**src/rtl/abort_watch_pkg.sv**
```systemverilog
package abort_watch_pkg;
    typedef enum logic {
        TX_IDLE = 1'b0,
        TX_OPEN = 1'b1
    } txn_state_e;
endpackage

```
**src/rtl/abort_watch_tags.sv**
```systemverilog
module abort_watch_tags #(
    parameter int LINES = 16,
    localparam int IDX_W = $clog2(LINES)
) (
    input  logic             clk,
    input  logic             rst_n,
    input  logic             upd_en,
    input  logic             clr_all,
    input  logic             set_v,
    input  logic [IDX_W-1:0] set_idx,
    input  logic             rel_v,
    input  logic [IDX_W-1:0] rel_idx,
    input  logic [IDX_W-1:0] probe_a_idx,
    input  logic [IDX_W-1:0] probe_b_idx,
    output logic             probe_a,
    output logic             probe_b,
    output logic [LINES-1:0] tags
);
    for (genvar g = 0; g < LINES; g++) begin : g_tag
        always_ff @(posedge clk) begin
            if (!rst_n || clr_all) begin
                tags[g] <= 1'b0;
            end else if (upd_en) begin
                if (set_v && set_idx == IDX_W'(g)) begin
                    tags[g] <= 1'b1;
                end else if (rel_v && rel_idx == IDX_W'(g)) begin
                    tags[g] <= 1'b0;
                end
            end
        end
    end

    assign probe_a = tags[probe_a_idx];
    assign probe_b = tags[probe_b_idx];
endmodule

```
**src/rtl/abort_watch_status.sv**
```systemverilog
module abort_watch_status #(
    parameter int              ST_W       = 8,
    parameter logic [ST_W-1:0] ST_ACTIVE  = 1,
    parameter logic [ST_W-1:0] ST_ABORTED = 2
) (
    input  logic            clk,
    input  logic            rst_n,
    input  logic            load_active,
    input  logic            load_abort,
    input  logic            load_new,
    input  logic [ST_W-1:0] new_val,
    input  logic [ST_W-1:0] cmp_val,
    output logic            match,
    output logic [ST_W-1:0] word_q
);
    always_ff @(posedge clk) begin
        if (!rst_n) begin
            word_q <= '0;
        end else if (load_abort) begin
            word_q <= ST_ABORTED;
        end else if (load_new) begin
            word_q <= new_val;
        end else if (load_active) begin
            word_q <= ST_ACTIVE;
        end
    end

    assign match = (word_q == cmp_val);
endmodule

```
**src/rtl/abort_watch_unit.sv**
```systemverilog
module abort_watch_unit
    import abort_watch_pkg::*;
#(
    parameter int              LINES      = 16,
    parameter int              PC_W       = 32,
    parameter int              ST_W       = 8,
    parameter logic [ST_W-1:0] ST_ACTIVE  = 1,
    parameter logic [ST_W-1:0] ST_ABORTED = 2,
    localparam int             IDX_W      = $clog2(LINES)
) (
    input  logic             clk,
    input  logic             rst_n,
    input  logic             mark_valid,
    input  logic [IDX_W-1:0] mark_idx,
    input  logic             release_valid,
    input  logic [IDX_W-1:0] release_idx,
    input  logic             set_handler,
    input  logic [PC_W-1:0]  handler_pc,
    input  logic             inval_valid,
    input  logic [IDX_W-1:0] inval_idx,
    input  logic             evict_valid,
    input  logic [IDX_W-1:0] evict_idx,
    input  logic             self_abort,
    input  logic             commit_req,
    input  logic [ST_W-1:0]  commit_cmp,
    input  logic [ST_W-1:0]  commit_new,
    output logic             abort_valid,
    output logic [PC_W-1:0]  abort_pc,
    output logic             commit_ok,
    output logic             flash_commit,
    output logic             flash_abort,
    output logic [ST_W-1:0]  status_word
);
    txn_state_e       state_q, state_d;
    logic [PC_W-1:0]  handler_q;
    logic [LINES-1:0] tags_q;
    logic             hit_inval, hit_evict, cmp_match;
    logic             txn_open, start_now, abort_now, commit_now, tag_upd;

    assign txn_open  = (state_q == TX_OPEN);
    assign start_now = !txn_open && set_handler;
    assign abort_now = txn_open &&
                       (self_abort ||
                        (inval_valid && hit_inval) ||
                        (evict_valid && hit_evict) ||
                        (commit_req && !cmp_match));
    assign commit_now = txn_open && commit_req && !abort_now;
    assign tag_upd    = txn_open && !abort_now && !commit_now;

    abort_watch_tags #(.LINES(LINES)) u_tags (
        .clk         (clk),
        .rst_n       (rst_n),
        .upd_en      (tag_upd),
        .clr_all     (abort_now || commit_now),
        .set_v       (mark_valid),
        .set_idx     (mark_idx),
        .rel_v       (release_valid),
        .rel_idx     (release_idx),
        .probe_a_idx (inval_idx),
        .probe_b_idx (evict_idx),
        .probe_a     (hit_inval),
        .probe_b     (hit_evict),
        .tags        (tags_q)
    );

    abort_watch_status #(
        .ST_W       (ST_W),
        .ST_ACTIVE  (ST_ACTIVE),
        .ST_ABORTED (ST_ABORTED)
    ) u_status (
        .clk         (clk),
        .rst_n       (rst_n),
        .load_active (start_now),
        .load_abort  (abort_now),
        .load_new    (commit_now),
        .new_val     (commit_new),
        .cmp_val     (commit_cmp),
        .match       (cmp_match),
        .word_q      (status_word)
    );

    // Next-state logic: START, ABORT, COMMIT
    always_comb begin
        state_d = state_q;
        unique case (state_q)
            TX_IDLE: if (start_now) state_d = TX_OPEN;
            TX_OPEN: if (abort_now || commit_now) state_d = TX_IDLE;
            default: state_d = TX_IDLE;
        endcase
    end

    always_ff @(posedge clk) begin
        if (!rst_n) state_q <= TX_IDLE;
        else        state_q <= state_d;
    end

    // Registered outputs and handler address
    always_ff @(posedge clk) begin
        if (!rst_n) begin
            handler_q    <= '0;
            abort_valid  <= 1'b0;
            abort_pc     <= '0;
            commit_ok    <= 1'b0;
            flash_commit <= 1'b0;
            flash_abort  <= 1'b0;
        end else begin
            abort_valid  <= abort_now;
            flash_abort  <= abort_now;
            commit_ok    <= commit_now;
            flash_commit <= commit_now;
            if (abort_now) abort_pc <= handler_q;
            if (start_now || (tag_upd && set_handler)) handler_q <= handler_pc;
        end
    end
endmodule

```
**config.mk**
```make
export PLATFORM = sky130hd
export DESIGN_NAME = abort_watch_unit
export DESIGN_NICKNAME = d
export VERILOG_FILES = /design/src/rtl/abort_watch_pkg.sv /design/src/rtl/abort_watch_tags.sv /design/src/rtl/abort_watch_status.sv /design/src/rtl/abort_watch_unit.sv
export SDC_FILE = /design/constraint.sdc
export NUM_CORES = 1
export LEC_CHECK = 0
export ABC_AREA = 1
export BUFFER_PORTS_ARGS = -buffer_cell sky130_fd_sc_hd__buf_2
export CORE_AREA = 2 2 93 95
export DETAILED_ROUTE_END_ITERATION = 8
export DIE_AREA = 0 0 95 97
export PLACE_DENSITY = 0.94
export SYNTH_ARGS = -nofsm -noshare
export SYNTH_HDL_FRONTEND = slang
export SYNTH_SLANG_ARGS = --single-unit
```
**constraint.sdc**
```tcl
create_clock -name clk -period 2.8 [get_ports clk]
set_input_delay 0.28 -clock clk [delete_from_list [all_inputs] [get_ports clk]]
set_output_delay 0.28 -clock clk [all_outputs]
set_load 0.02 [all_outputs]
```
Word-level counts from Yosys, hierarchy flattened --
Cells that the tools add are included.
Operators by class: order comparisons 2, eq/ne operators 31, mux-type cells 42, bitwise logic cells 2, reductions and logical operators 90
Operators by type and width (count):
- equality test 4 bit (second input constant) | 16
- logical AND 1 bit | 42
- 2-to-1 mux 1 bit | 36
- nonzero test 2 bit | 17
- equality test 4 x 3 -> 1 bit (second input constant) | 8
- AND reduction 2 bit | 16
- equality test 4 x 2 -> 1 bit (second input constant) | 4
- 2-to-1 mux 8 bit | 2
- less-than comparator 4 x 5 -> 1 bit (second input constant) | 2
- binary-select mux 1 bit (select 4 bit) | 2
- equality test 4 x 1 -> 1 bit (second input constant) | 2
- equality test 8 bit | 1
- zero test 4 bit | 2
- logical OR 1 bit | 6
- zero test 1 bit | 5
- nonzero test 3 bit | 1
- 2-to-1 mux 2 bit | 1
- NOT 1 bit | 2
- case mux 1 bit (2 select lines) | 1
- OR reduction 2 bit | 1
Storage, ports and cells: register bits 91, bits of input ports 73, output and inout bits 44, logic and storage cells 190

Longest topological paths before layout --
Gate-level depths: netlist of the first run.
word-level depth 13, mapped depth 15, mapped depth without buffers 14

Hierarchy --
A second synthesis of the first run with hierarchy kept.
Second synthesis, totals: cells, all modules 643, area total of the unflattened synthesis 4260.3 um^2
By module, submodules not included:
- abort_watch_unit | instances 1, cells an instance 372, area each 2693.8 um^2, seq. area each 1341.3 um^2
- abort_watch_tags | instances 1, cells an instance 190, area each 1091.0 um^2, seq. area each 320.3 um^2
- abort_watch_status | instances 1, cells an instance 81, area each 475.5 um^2, seq. area each 160.2 um^2

Least setup slack after synthesis of the first run --
No wires, ideal clock.
path type reg-to-reg, start reg u_status.word_q[4], end reg u_tags.tags[12], library setup time 0.066 ns, arrival time 1.617 ns, data required time 2.734 ns, path slack 1.117 ns, stages on the path, launching flop included 13, path buffers 1, period minus slack after synthesis 1.683 ns, cell sequence dfxtp_1 -> xnor2_1 -> nand2_1 -> nor2_1 -> nand2_1 -> nand2_1 -> nand2_1 -> inv_1 -> nand3_4 -> nand2_4 -> nand3_4 -> buf_6 -> a21oi_2
Between the ends: word-level cells in the longest chain between the ends 10, elaborated cells between the ends (all ways) 13, classes of those cells 1 x eq/ne; 12 x reduce/logical
Ends and longest elaborated chain:
- start, declared | line abort_watch_status.sv:14 | output logic [ST_W-1:0] word_q
- start signal, assigned | line abort_watch_status.sv:22 | word_q <= new_val;
- equality test 8 bit * | line abort_watch_status.sv:28 | assign match = (word_q == cmp_val);
- zero test 1 bit * | line abort_watch_unit.sv:46 | (commit_req && !cmp_match));
- logical AND 1 bit * | line abort_watch_unit.sv:46
- logical OR 1 bit * | line abort_watch_unit.sv:45 | (evict_valid && hit_evict) ||
- logical AND 1 bit * | line abort_watch_unit.sv:42 | assign abort_now = txn_open &&
- zero test 1 bit | line abort_watch_unit.sv:47, abort_watch_unit.sv:48
- logical AND 1 bit | line abort_watch_unit.sv:47 | assign commit_now = txn_open && commit_req && !abort_now;
- zero test 1 bit | line abort_watch_unit.sv:48 | assign tag_upd = txn_open && !abort_now && !commit_now;
- logical AND 1 bit | line abort_watch_unit.sv:48
- AND reduction 2 bit (no line)
- end signal, assigned by index | line abort_watch_tags.sv:22 | tags[g] <= 1'b0;
- end signal, assigned by index | line abort_watch_tags.sv:25 | tags[g] <= 1'b1;
- end signal, assigned by index | line abort_watch_tags.sv:27 | tags[g] <= 1'b0;
- end, declared | line abort_watch_tags.sv:17 | output logic [LINES-1:0] tags
Mark *: on every way between the ends. The rest lies on a longest branch, timed or not. A chain may end at the register's enable or synchronous reset.

Worst setup path in the final report of the first run --
start reg u_status.word_q[7], end reg u_status.word_q[1]
Between the ends: word-level cells in the longest chain between the ends 9, elaborated cells between the ends (all ways) 10, classes of those cells 1 x eq/ne; 2 x mux; 7 x reduce/logical
Ends and longest elaborated chain:
- equality test 8 bit * | line abort_watch_status.sv:28
- zero test 1 bit * | line abort_watch_unit.sv:46
- logical AND 1 bit * | line abort_watch_unit.sv:46
- logical OR 1 bit * | line abort_watch_unit.sv:45
- logical AND 1 bit * | line abort_watch_unit.sv:42
- zero test 1 bit | line abort_watch_unit.sv:47
- logical AND 1 bit | line abort_watch_unit.sv:47
- 2-to-1 mux 8 bit | line abort_watch_status.sv:21 | end else if (load_new) begin
- 2-to-1 mux 2 bit | line abort_watch_status.sv:19 | end else if (load_abort) begin
Marks and branches as above.

==> results of run 1 <==
stage by stage:
stage                     instance area (sq um)  utilization, %  power [mW]  hold WS, ns  std cells
after global placement                     5140            63.2        1.80        0.423        876
after global routing                       5340            65.7        2.80        0.145        892
after detailed placement                   5140            63.2        1.81        0.427        876
after CTS                                  5340            65.7        2.69        0.145        892
final                                      5340            65.7        2.68        0.156        892
after floorplan                            4610               -        1.70        0.427        686
cell usage in the layout, fill, tap and decap left out, drive strengths merged, types with 5 or more instances in the layout:
cell type	synthesis	final
dfxtp	91	91
xnor2	5	5
or2	9	9
clkbuf	11	10
buf	27	123
inv	81	83
nor3	20	20
nand4	65	65
a21oi	25	25
nand2	215	215
nand3	37	37
nor2	87	87
flip-flops by register name, indices dropped and copies added (netlist names):
register / count
flash_abort: 1
u_tags.tags: 16
state_q: 1
abort_pc: 32
u_status.word_q: 8
flash_commit: 1
handler_q: 32
Yosys cell counts, drive strengths merged:
cell type / instances / area, sq um
clkinv: 1 / 3.75
o211ai: 1 / 7.51
o22ai: 3 / 18.8
buf: 27 / 198
nand4: 65 / 407
nand3b: 1 / 7.51
nand2: 215 / 825
dfxtp: 91 / 1820
nor3: 20 / 100
clkbuf: 11 / 41.3
inv: 81 / 309
o21ai: 3 / 15.0
or2: 9 / 56.3
nor2: 87 / 329
a41o: 1 / 10.0
xnor2: 5 / 43.8
nand3: 37 / 210
a21oi: 25 / 185
a31o: 3 / 26.3
critical path, delay by kind of cell, from the launching register on:
family	cells	cell delay, ns
AND/OR/NAND/NOR	8	1.11
XOR/XNOR	1	0.13
buffers and inverters	1	0.11
AO/OA/AOI/OAI	1	0.22
flip-flops	1	0.38
layout make-up:
type	count	area (sq um)
Clock buffer	10	128
Clock inverter	6	72.6
Fill cell	740	2790
Inverter	82	313
Multi-Input combinational cell	475	2240
Sequential cell	91	1820
Tap cell	105	131
Timing Repair Buffer	123	633
logic make-up (layout without fill, tap and decap cells):
| family | after synthesis | in the layout |
|---|---|---|
| buffers and inverters | 120 | 221 |
| XOR/XNOR | 5 | 5 |
| AO/OA/AOI/OAI | 36 | 36 |
| flip-flops | 91 | 91 |
| AND/OR/NAND/NOR | 434 | 434 |
worst paths after layout:
kind / from / endpoint / slack (ns) / depth (start not counted)
worst max-delay path: u_status.word_q[7]$_SDFFE_PP0P_ / u_status.word_q[1]$_SDFFE_PN0P_ / 0.75 / 11
worst min register to register: handler_q[6]$_SDFFE_PN0P_ / abort_pc[6]$_SDFFE_PN0P_ / 0.45 / 2
worst max register to register: u_status.word_q[7]$_SDFFE_PP0P_ / u_status.word_q[1]$_SDFFE_PN0P_ / 0.75 / 11
worst min-delay path: commit_new[6] / u_status.word_q[6]$_SDFFE_PP0P_ / 0.16 / 3
power breakdown:
part / total (mW) / switching, mW / leakage, nW / internal (mW)
sequential: 1.38 / 0.0324 / 0.743 / 1.35
clock: 0.895 / 0.472 / 0.0975 / 0.422
combinational: 0.404 / 0.262 / 1.88 / 0.142
routing by layer:
metal / GRT usage (%) / wire length, um
met5: 0 / 0
met4: 7.80 / 165
met3: 5.14 / 694
met2: 39.6 / 5000
met1: 32.1 / 5020
==> PnR_summary.wiki, run 1 <==
{| class="wikitable"
! Metric !! Value
|-
| Hold Crit Class || input pin to flip-flop
|-
| Library cell contributing the largest single delay on the critical path || sky130_fd_sc_hd__dfxtp_1
|-
| Number of gates given a new drive strength after cts || 0
|-
| Number of library cell types mapped by synthesis || 30
|-
| Compound-gate portion of the synthesized area || 5.69%
|-
| Critical path class || flip-flop to flip-flop
|-
| Min setup slack post-route || 0.751 ns
|-
| Clock tree root buffer cell || sky130_fd_sc_hd__clkbuf_8
|-
| Fin. Hold Viols || 0
|-
| Maximum frequency from static timing analysis || 488 MHz
|-
| Post-Syn Instances || 686
|-
| Area share of xor/xnor cells in the synthesized design || less than 1%
|-
| Critical Path End Type || flip-flop
|-
| Post-synthesis share of cell area spent on full adders, half adders and majority gates || 0%
|-
| Overall die width || 95 um
|-
| TritonCTS buffer count || 9
|-
| Die Y || 97 um
|-
| Effective utilization at floorplan || 56.7%
|-
| Tmin final || 2.05 ns
|-
| Clock-pin slew of the registers on the worst-case setup and hold paths || ~0.090 ns
|-
| Library cell appearing most often on the critical path || sky130_fd_sc_hd__nand2_1
|-
| Htree depth || 3
|-
| Largest stage delay on the critical path || between 0.3 and 0.4 ns
|-
| Unrepaired setup endpoints after global routing || no
|-
| Pins over their slew limit || 0
|-
| Simple-gate portion of the synthesized area || 41.9%
|-
| Total via count after detailed routing || roughly 4600
|-
| Largest net degree at the start of global routing || 36
|-
| Slew at the pin closest to its max-slew limit || 0.636 ns
|-
| Cell row count || 33
|-
| Net count after synthesis || 759
|-
| Layout cell share with drive strength beyond 1 || between 20% and 30%
|-
| Number of maximum-capacitance violations || 0
|-
| Routed vias/inst || slightly above 5
|-
| Status || completed
|-
| Sum of routed wire length over all layers || between 10 and 15 mm
|-
| Arrival time reported for the critical path endpoint || 2.34 ns
|-
| Total GRT Usage || around a quarter
|-
| Via count of the first global-routing pass || around 4100
|-
| Global-route wire length before repair || ~18 mm
|-
| Final period util || between 70% and 80%
|-
| Core Footprint || 0.00813 sq mm
|-
| DRC violation count after routing || 0
|-
| Mean routed wirelength per cell || 12.2 um
|-
| Per-instance average area after synthesis || roughly 6.7 sq um
|-
| DP Worst Slack || ~0.65 ns
|-
| Type of origin of the critical path || flip-flop
|-
| Clk sink count || 91
|-
| # setup viols final || 0
|-
| TNS Setup || 0 ns
|-
| Top Ports || 117
|-
| Area added between synthesis and finish || 15.8%
|-
| Netlist area before placement || ~0.0046 sq mm
|-
| #FFs+latches synth || between 90 and 100
|-
| Maximum clock skew at final layout || between 0.015 and 0.02 ns
|-
| Weighted congestion reported at the end of routability-driven placement || roughly 0.93
|-
| Number of buffers inserted by post-CTS setup repair || 0
|-
| Pleak || between 2 and 3 nW
|-
| Power Density || 502 mW/mm^2
|-
| GRT Residual Overflow || 0
|-
| Port bufs || between 100 and 150
|-
| Number of search-and-repair iterations in the first detailed-routing pass || 5
|-
| Combinational family with the most area after synthesis || simple AND/OR/NAND/NOR gates
|-
| Die area || a little over 0.009 sq mm
|-
| CTS hold repair buffers || 0
|-
| TritonCTS clock tree || yes
|-
| Yosys synthesis warning count || 0
|-
| Iteration-0 DRC count of the detailed router || 238
|-
| Final HPWL DP || between 7 and 8 mm
|-
| Required time at the endpoint of the critical path || approximately 3.1 ns
|-
| Worst ir drop on vdd || about 0.24 mV
|-
| Sequential area share after synthesis || about two fifths
|-
| Clock latency of the later-clocked register in the worst-skew pair || between 0.3 and 0.4 ns
|-
| CTS Buffer Depth || 2
|-
| Nets@finish || approximately 860
|-
| Ordered list of cells on the worst path || xnor2_1, nand2_1, nor2_1, nand2_1, nand2_1, nand2_1, inv_1, nand3_4, nand2_4, nand3_4, o21ai_0
|-
| Number of diodes || 0
|-
| Maximum net fanout on the critical path || 35
|-
| Worst relative slew slack || roughly 57%
|-
| Mux contribution to synthesized area || 0%
|-
| Number of antenna violations at the first check in global routing || 0
|-
| Antenna Nets Post-Route || 0
|}
No activity file was read; power rests on OpenSTA's default activity.
==> run 2, diff against run 1 <==
CORE_AREA = 2 2 97 99   (was 2 2 93 95)
DIE_AREA = 0 0 99 101   (was 0 0 95 97)
PLACE_DENSITY = 0.88   (was 0.94)
clock period = 2.1 ns   (was 2.8 ns; I/O delays follow)
==> run 2 against run 1 <==
Effect of this change: sequential power increased by 33%; hold slack worse by 0.051 ns; critical endpoint is now u_tags.tags[0]$_SDFFE_PP0P_; final cell count up 1.0%; critical path depth stayed put; clock-buffer cell count shrank 1; critical path type unchanged; via count up 0.41%; routed wire length increased by 2.3%; fmax grew 11%; die area is 8.5% higher; combinational power up 39%.
==> PnR_summary.wiki, run 2 (synthesized netlist as in run 1, its figures left out) <==
{| class="wikitable"
! Metric !! Value
|-
| Largest net degree at the start of global routing || 35 (was 36)
|-
| Routed vias/inst || 5.13 (was 5.16)
|-
| Ordered list of cells on the worst path || inv_1, nand2_1, nand3_1, nand3_1, nand3_1, nand2_1, nand2_4, nand3_4, nand2_4, nand3_4, a21oi_1 (was xnor2_1, nand2_1, nor2_1, nand2_1, nand2_1, nand2_1, inv_1, nand3_4, nand2_4, nand3_4, o21ai_0)
|-
| Critical Path End Type || flip-flop (unchanged)
|-
| Type of origin of the critical path || flip-flop (unchanged)
|-
| Number of gates given a new drive strength after cts || 0 (unchanged)
|-
| Mean routed wirelength per cell || 12.4 um (was 12.2 um)
|-
| GRT Residual Overflow || 0 (unchanged)
|-
| Final Util || 60.1% (was 65.7%)
|-
| Number of antenna violations at the first check in global routing || 0 (unchanged)
|-
| Clock-pin slew of the registers on the worst-case setup and hold paths || 0.09 ns (about the same)
|-
| Layout cell share with drive strength beyond 1 || 22.4% (was 22.0%)
|-
| TritonCTS clock tree || yes (unchanged)
|-
| Total GRT Usage || 22.4% (was 24.4%)
|-
| Library cell contributing the largest single delay on the critical path || sky130_fd_sc_hd__dfxtp_1 (unchanged)
|-
| Number of maximum-capacitance violations || 0 (unchanged)
|-
| Worst ir drop on vdd || 0.453 mV (was 0.236 mV)
|-
| Arrival time reported for the critical path endpoint || 2.12 ns (was 2.34 ns)
|-
| Top Ports || 117 (unchanged)
|-
| Weighted congestion reported at the end of routability-driven placement || 0.941 (was 0.925)
|-
| Sum of routed wire length over all layers || 11.1 mm (was 10.9 mm)
|-
| Maximum net fanout on the critical path || 17 (was 35)
|-
| CTS Buffer Depth || 2 (unchanged)
|-
| Status || completed (unchanged)
|-
| Maximum clock skew at final layout || 0.0145 ns (was 0.0195 ns)
|-
| Clock tree root buffer cell || sky130_fd_sc_hd__clkbuf_8 (unchanged)
|-
| Die Y || 101 um (was 97 um)
|-
| Required time at the endpoint of the critical path || 2.37 ns (was 3.09 ns)
|-
| Maximum frequency from static timing analysis || 540 MHz (was 488 MHz)
|-
| DRC violation count after routing || 0 (unchanged)
|-
| Power Density || 647 mW/mm^2 (was 502 mW/mm^2)
|-
| CTS hold repair buffers || 0 (unchanged)
|-
| Clock latency of the later-clocked register in the worst-skew pair || 0.35 ns (was 0.37 ns)
|-
| # setup viols final || 0 (unchanged)
|-
| Global-route wire length before repair || 18.4 mm (was 18.3 mm)
|-
| Iteration-0 DRC count of the detailed router || 253 (was 238)
|-
| Commonest cells after routing, fill and taps aside || sky130_fd_sc_hd__nand2_1, sky130_fd_sc_hd__buf_2, sky130_fd_sc_hd__dfxtp_1 (unchanged)
|-
| Largest stage delay on the critical path || 0.34 ns (was 0.38 ns)
|-
| Total via count after detailed routing || 4622 (was 4603)
|-
| Die area || 0.0100 sq mm (was 0.00922 sq mm)
|-
| Nets@finish || 859 (was 855)
|-
| TritonCTS buffer count || 9 (unchanged)
|-
| Number of diodes || 0 (unchanged)
|-
| Antenna Nets Post-Route || 0 (unchanged)
|-
| Worst relative slew slack || 74.0% (was 57.4%)
|-
| Via count of the first global-routing pass || 4129 (was 4130)
|-
| Critical path class || flip-flop to flip-flop (unchanged)
|-
| Cell row count || 35 (was 33)
|-
| Unrepaired setup endpoints after global routing || no (unchanged)
|-
| Pins over their slew limit || 0 (unchanged)
|-
| Tmin final || 1.85 ns (was 2.05 ns)
|-
| Htree depth || 3 (unchanged)
|-
| TNS Setup || 0 ns (unchanged)
|-
| Most common library cell in the layout ignoring fill and taps || sky130_fd_sc_hd__nand2_1 (unchanged)
|-
| Number of search-and-repair iterations in the first detailed-routing pass || 5 (unchanged)
|-
| Hold Crit Class || input pin to flip-flop (unchanged)
|-
| Number of buffers inserted by post-CTS setup repair || 0 (unchanged)
|-
| Fin. Hold Viols || 0 (unchanged)
|-
| Overall die width || 99 um (was 95 um)
|-
| Library cell appearing most often on the critical path || sky130_fd_sc_hd__nand3_1 (was sky130_fd_sc_hd__nand2_1)
|-
| Clk sink count || 91 (unchanged)
|-
| Area added between synthesis and finish || 16.8% (was 15.8%)
|-
| Core Footprint || 0.00898 sq mm (was 0.00813 sq mm)
|-
| Critical path buffer and inverter count || 1 (unchanged)
|-
| Final HPWL DP || 7.94 mm (was 7.96 mm)
|-
| Port bufs || 116 (unchanged)
|-
| Final period util || 88.2% (was 73.2%)
|-
| Top delay family on crit path || simple AND/OR/NAND/NOR gates (unchanged)
|-
| Pleak || 2.74 nW (was 2.72 nW)
|-
| Effective utilization at floorplan || 51.4% (was 56.7%)
|-
| Number of fill cells in the layout || 856 (was 740)
|-
| Largest registers || abort_pc x32, handler_q x32, u_tags.tags x16 (unchanged)
|-
| Slew at the pin closest to its max-slew limit || 0.390 ns (was 0.636 ns)
|}
[run 2: cell count changes in the layout (fill, tap and decap cells not counted), sizes merged]
cell and change:
buf +4, bufinv -1, clkbuf -1, clkinvlp +1
[run 2: layout make-up]
class	instances	area, sq um	share of cell area, %
multi-input combinational	475	2240	41.6
sequential	91	1820	33.8
timing repair buffer	127	701	13.0
inverter	82	313	5.80
tap	111	139	2.58
clock buffer	9	124	2.30
clock inverter	6	50.0	0.928
[run 2: worst paths after layout]
| check | startpoint | endpoint | slack [ns] | depth (start not counted) |
|---|---|---|---|---|
| worst max-delay path | u_tags.tags[9]$_SDFFE_PP0P_ | u_tags.tags[0]$_SDFFE_PP0P_ | 0.25 | 11 |
| worst min-delay path | commit_new[5] | u_status.word_q[5]$_SDFFE_PP0P_ | 0.11 | 3 |
| worst max register to register | u_tags.tags[9]$_SDFFE_PP0P_ | u_tags.tags[0]$_SDFFE_PP0P_ | 0.25 | 11 |
| worst min register to register | handler_q[15]$_SDFFE_PN0P_ | abort_pc[15]$_SDFFE_PN0P_ | 0.44 | 2 |
[run 2: tightest hold or removal path, delay by kind of cell]
family                 cells  cell delay, ns
AO/OA/AOI/OAI              1            0.05
AND/OR/NAND/NOR            1            0.05
buffers and inverters      1            0.10
[run 2: layer usage]
| layer | GRT usage, % | wire, um |
|---|---|---|
| met1 | 28.9 | 4860 |
| met2 | 37.1 | 5220 |
| met3 | 3.74 | 775 |
| met4 | 9.38 | 266 |
| met5 | 0 | 0 |
[run 2: stage by stage]
step / setup slack [ns] / instances / instance area (sq um) / power, mW / hold WS (ns)
after floorplan: 0.417 / 686 / 4610 / 2.27 / 0.357
after global placement: 0.303 / 886 / 5220 / 2.43 / 0.422
after detailed placement: 0.242 / 886 / 5220 / 2.44 / 0.427
after CTS: 0.258 / 901 / 5390 / 3.51 / 0.0886
after global routing: 0.102 / 901 / 5390 / 3.65 / 0.0915
final: 0.249 / 901 / 5390 / 3.49 / 0.105
[run 2: report_power, final]
group | leakage, nW | switching (mW) | internal [mW]
logic | 1.92 | 0.358 | 0.204
clock network | 0.0823 | 0.649 | 0.437
registers | 0.743 | 0.0411 | 1.80
total | 2.74 | 1.05 | 2.44
==> run 3, diff against run 2 <==
PLACE_DENSITY = 0.87   (was 0.88)
==> run 3 against run 2 <==
Effect of this change: utilization increased by 0.39 points; via count decreased by 1.5%; largest power group unchanged; sequential power about the same; clock power about the same; sequential share of layout area decreased by 0.22 points; clock skew decreased by 0.00058 ns; first-iteration DRC count decreased by 8.7%; global-route usage decreased by 0.11 points.
==> PnR_summary.wiki, run 3 (synthesized netlist as in run 1, its figures left out) <==
{| class="wikitable"
! Metric !! Value
|-
| Sum of routed wire length over all layers || 11.0 mm (was 11.1 mm)
|-
| Die Y || 101 um (unchanged)
|-
| Final period util || 90.0% (was 88.2%)
|-
| Worst ir drop on vdd || 0.421 mV (was 0.453 mV)
|-
| Top Ports || 117 (unchanged)
|-
| Clk sink count || 91 (unchanged)
|-
| Area added between synthesis and finish || 17.6% (was 16.8%)
|-
| Unrepaired setup endpoints after global routing || no (unchanged)
|-
| Clock-pin slew of the registers on the worst-case setup and hold paths || 0.09 ns (about the same)
|-
| Number of diodes || 0 (unchanged)
|-
| TNS Setup || 0 ns (unchanged)
|-
| Worst r2r src || u_status.word_q[4]$_SDFFE_PP0P_ (was u_tags.tags[9]$_SDFFE_PP0P_)
|-
| Routed vias/inst || 5.04 (was 5.13)
|-
| GRT Residual Overflow || 0 (unchanged)
|-
| Global-route wire length before repair || 18.4 mm (about the same)
|-
| Arrival time reported for the critical path endpoint || 2.18 ns (was 2.12 ns)
|-
| Maximum frequency from static timing analysis || 529 MHz (was 540 MHz)
|-
| Die area || 0.0100 sq mm (unchanged)
|-
| Slew at the pin closest to its max-slew limit || 0.389 ns (was 0.390 ns)
|-
| Worst relative slew slack || 74.0% (about the same)
|-
| Commonest cells after routing, fill and taps aside || sky130_fd_sc_hd__nand2_1, sky130_fd_sc_hd__buf_2, sky130_fd_sc_hd__dfxtp_1 (unchanged)
|-
| Required time at the endpoint of the critical path || 2.39 ns (was 2.37 ns)
|-
| # setup viols final || 0 (unchanged)
|-
| Core Footprint || 0.00898 sq mm (unchanged)
|-
| DRC violation count after routing || 0 (unchanged)
|-
| Min-delay src || commit_new[7] (was commit_new[5])
|-
| Placed instance area || 0.00523 sq mm (was 0.00522 sq mm)
|-
| Layout cell share with drive strength beyond 1 || 22.6% (was 22.4%)
|-
| Status || completed (unchanged)
|-
| Critical Path End Type || flip-flop (unchanged)
|-
| Library cell appearing most often on the critical path || sky130_fd_sc_hd__nand2_1 (was sky130_fd_sc_hd__nand3_1)
|-
| Total GRT Usage || 22.2% (was 22.4%)
|-
| Tmin final || 1.89 ns (was 1.85 ns)
|-
| Critical path class || flip-flop to flip-flop (unchanged)
|-
| Type of origin of the critical path || flip-flop (unchanged)
|-
| Library cell contributing the largest single delay on the critical path || sky130_fd_sc_hd__dfxtp_1 (unchanged)
|-
| Effective utilization at floorplan || 51.4% (unchanged)
|-
| Port bufs || 116 (unchanged)
|-
| Antenna Nets Post-Route || 0 (unchanged)
|-
| Cell row count || 35 (unchanged)
|-
| Iteration-0 DRC count of the detailed router || 231 (was 253)
|-
| Maximum clock skew at final layout || 0.0139 ns (was 0.0145 ns)
|-
| Ordered list of cells on the worst path || xnor2_1, nand2_1, nor2_1, nand2_1, nand2_1, nand2_1, inv_1, nand3_4, nand2_8, nand3_4, buf_4, a21oi_1 (was inv_1, nand2_1, nand3_1, nand3_1, nand3_1, nand2_1, nand2_4, nand3_4, nand2_4, nand3_4, a21oi_1)
|-
| Final HPWL DP || 7.85 mm (was 7.94 mm)
|-
| Hold Crit Class || input pin to flip-flop (unchanged)
|-
| Pins over their slew limit || 0 (unchanged)
|-
| CTS hold repair buffers || 0 (unchanged)
|-
| Clock latency of the later-clocked register in the worst-skew pair || 0.36 ns (was 0.35 ns)
|-
| CTS Buffer Depth || 2 (unchanged)
|-
| Weighted congestion reported at the end of routability-driven placement || 0.956 (was 0.941)
|-
| TritonCTS buffer count || 9 (unchanged)
|-
| Clock tree root buffer cell || sky130_fd_sc_hd__clkbuf_8 (unchanged)
|-
| Reg2reg setup slack || 0.21 ns (was 0.25 ns)
|-
| Largest registers || abort_pc x32, handler_q x32, u_tags.tags x16 (unchanged)
|-
| Number of maximum-capacitance violations || 0 (unchanged)
|-
| Htree depth || 3 (unchanged)
|-
| Pleak || 2.75 nW (was 2.74 nW)
|-
| Maximum net fanout on the critical path || 21 (was 17)
|-
| Total via count after detailed routing || 4551 (was 4622)
|-
| Largest stage delay on the critical path || 0.39 ns (was 0.34 ns)
|-
| TritonCTS clock tree || yes (unchanged)
|-
| Depth of the worst register-to-register path || 12 (was 11)
|-
| Largest net degree at the start of global routing || 34 (was 35)
|-
| Via count of the first global-routing pass || 4079 (was 4129)
|-
| Most common library cell in the layout ignoring fill and taps || sky130_fd_sc_hd__nand2_1 (unchanged)
|-
| Mean routed wirelength per cell || 12.1 um (was 12.4 um)
|-
| Number of search-and-repair iterations in the first detailed-routing pass || 5 (unchanged)
|-
| Origin of the worst setup path || u_status.word_q[4]$_SDFFE_PP0P_ (was u_tags.tags[9]$_SDFFE_PP0P_)
|-
| Nets@finish || 861 (was 859)
|-
| Number of antenna violations at the first check in global routing || 0 (unchanged)
|-
| Power Density || 643 mW/mm^2 (was 647 mW/mm^2)
|-
| Number of fill cells in the layout || 858 (was 856)
|-
| Finished layout cell area || 0.00543 sq mm (was 0.00539 sq mm)
|-
| Cell depth of the worst min-delay path || 3 (unchanged)
|-
| Fin. Hold Viols || 0 (unchanged)
|-
| Overall die width || 99 um (unchanged)
|}
run 3: cell count changes in the layout (fill, tap and decap cells not counted):
cell                         change
sky130_fd_sc_hd__clkinv_4        -2
sky130_fd_sc_hd__buf_12          +1
sky130_fd_sc_hd__buf_4           +1
sky130_fd_sc_hd__clkinvlp_4      +1
sky130_fd_sc_hd__nand2_4         -1
sky130_fd_sc_hd__inv_6           +1
sky130_fd_sc_hd__nand2_8         +1
run 3: timing repair:
action / in CTS / in global routing
endpoints found under the setup margin: 0 / 19
buffers inserted: 0 / 2
resized for setup: 0 / 1
run 3: critical path: cells and delay by family (launching register included):
family	cells	cell delay [ns]
AO/OA/AOI/OAI	1	0.13
XOR/XNOR	1	0.13
buffers and inverters	2	0.33
flip-flops	1	0.39
AND/OR/NAND/NOR	8	0.83
run 3: area by class of cell:
class	instances	area, sq um	area share [%]
sequential	91	1820	33.6
inverter	82	313	5.76
multi-input combinational	475	2250	41.5
tap	111	139	2.56
clock inverter	6	48.8	0.899
clock buffer	9	124	2.28
timing repair buffer	129	728	13.4
run 3: power breakdown:
group	switching, mW	internal [mW]	total [mW]	leakage, nW
Combinational	0.360	0.212	0.572	1.93
Sequential	0.0418	1.80	1.84	0.743
Clock	0.637	0.436	1.07	0.0787
run 3: worst paths after layout:
kind,to
max,u_tags.tags[8]$_SDFFE_PP0P_
min reg2reg,abort_pc[20]$_SDFFE_PN0P_
min,u_status.word_q[7]$_SDFFE_PP0P_
max reg2reg,u_tags.tags[8]$_SDFFE_PP0P_
run 3: layer usage:
layer  global-route usage [%]  share of wire [%]  vias up
met4                     6.11                1.4        0
met3                     4.44                6.6       13
met1                     29.8                 47     1977
met2                     36.7                 45      172
li1                         -                  -     2389
met5                        0                  0        -
run 3: per-stage QoR:
stage | setup slack [ns] | util [%] | total power, mW | hold WS (ns) | std cells
floorplan | 0.417 | - | 2.27 | 0.357 | 686
global placement | 0.156 | 58.3 | 2.43 | 0.423 | 886
detailed placement | 0.0988 | 58.3 | 2.44 | 0.427 | 886
CTS | 0.0699 | 60.2 | 3.50 | 0.0837 | 901
global route | 0.0259 | 60.4 | 3.66 | 0.0799 | 903
finish | 0.210 | 60.4 | 3.49 | 0.0983 | 903
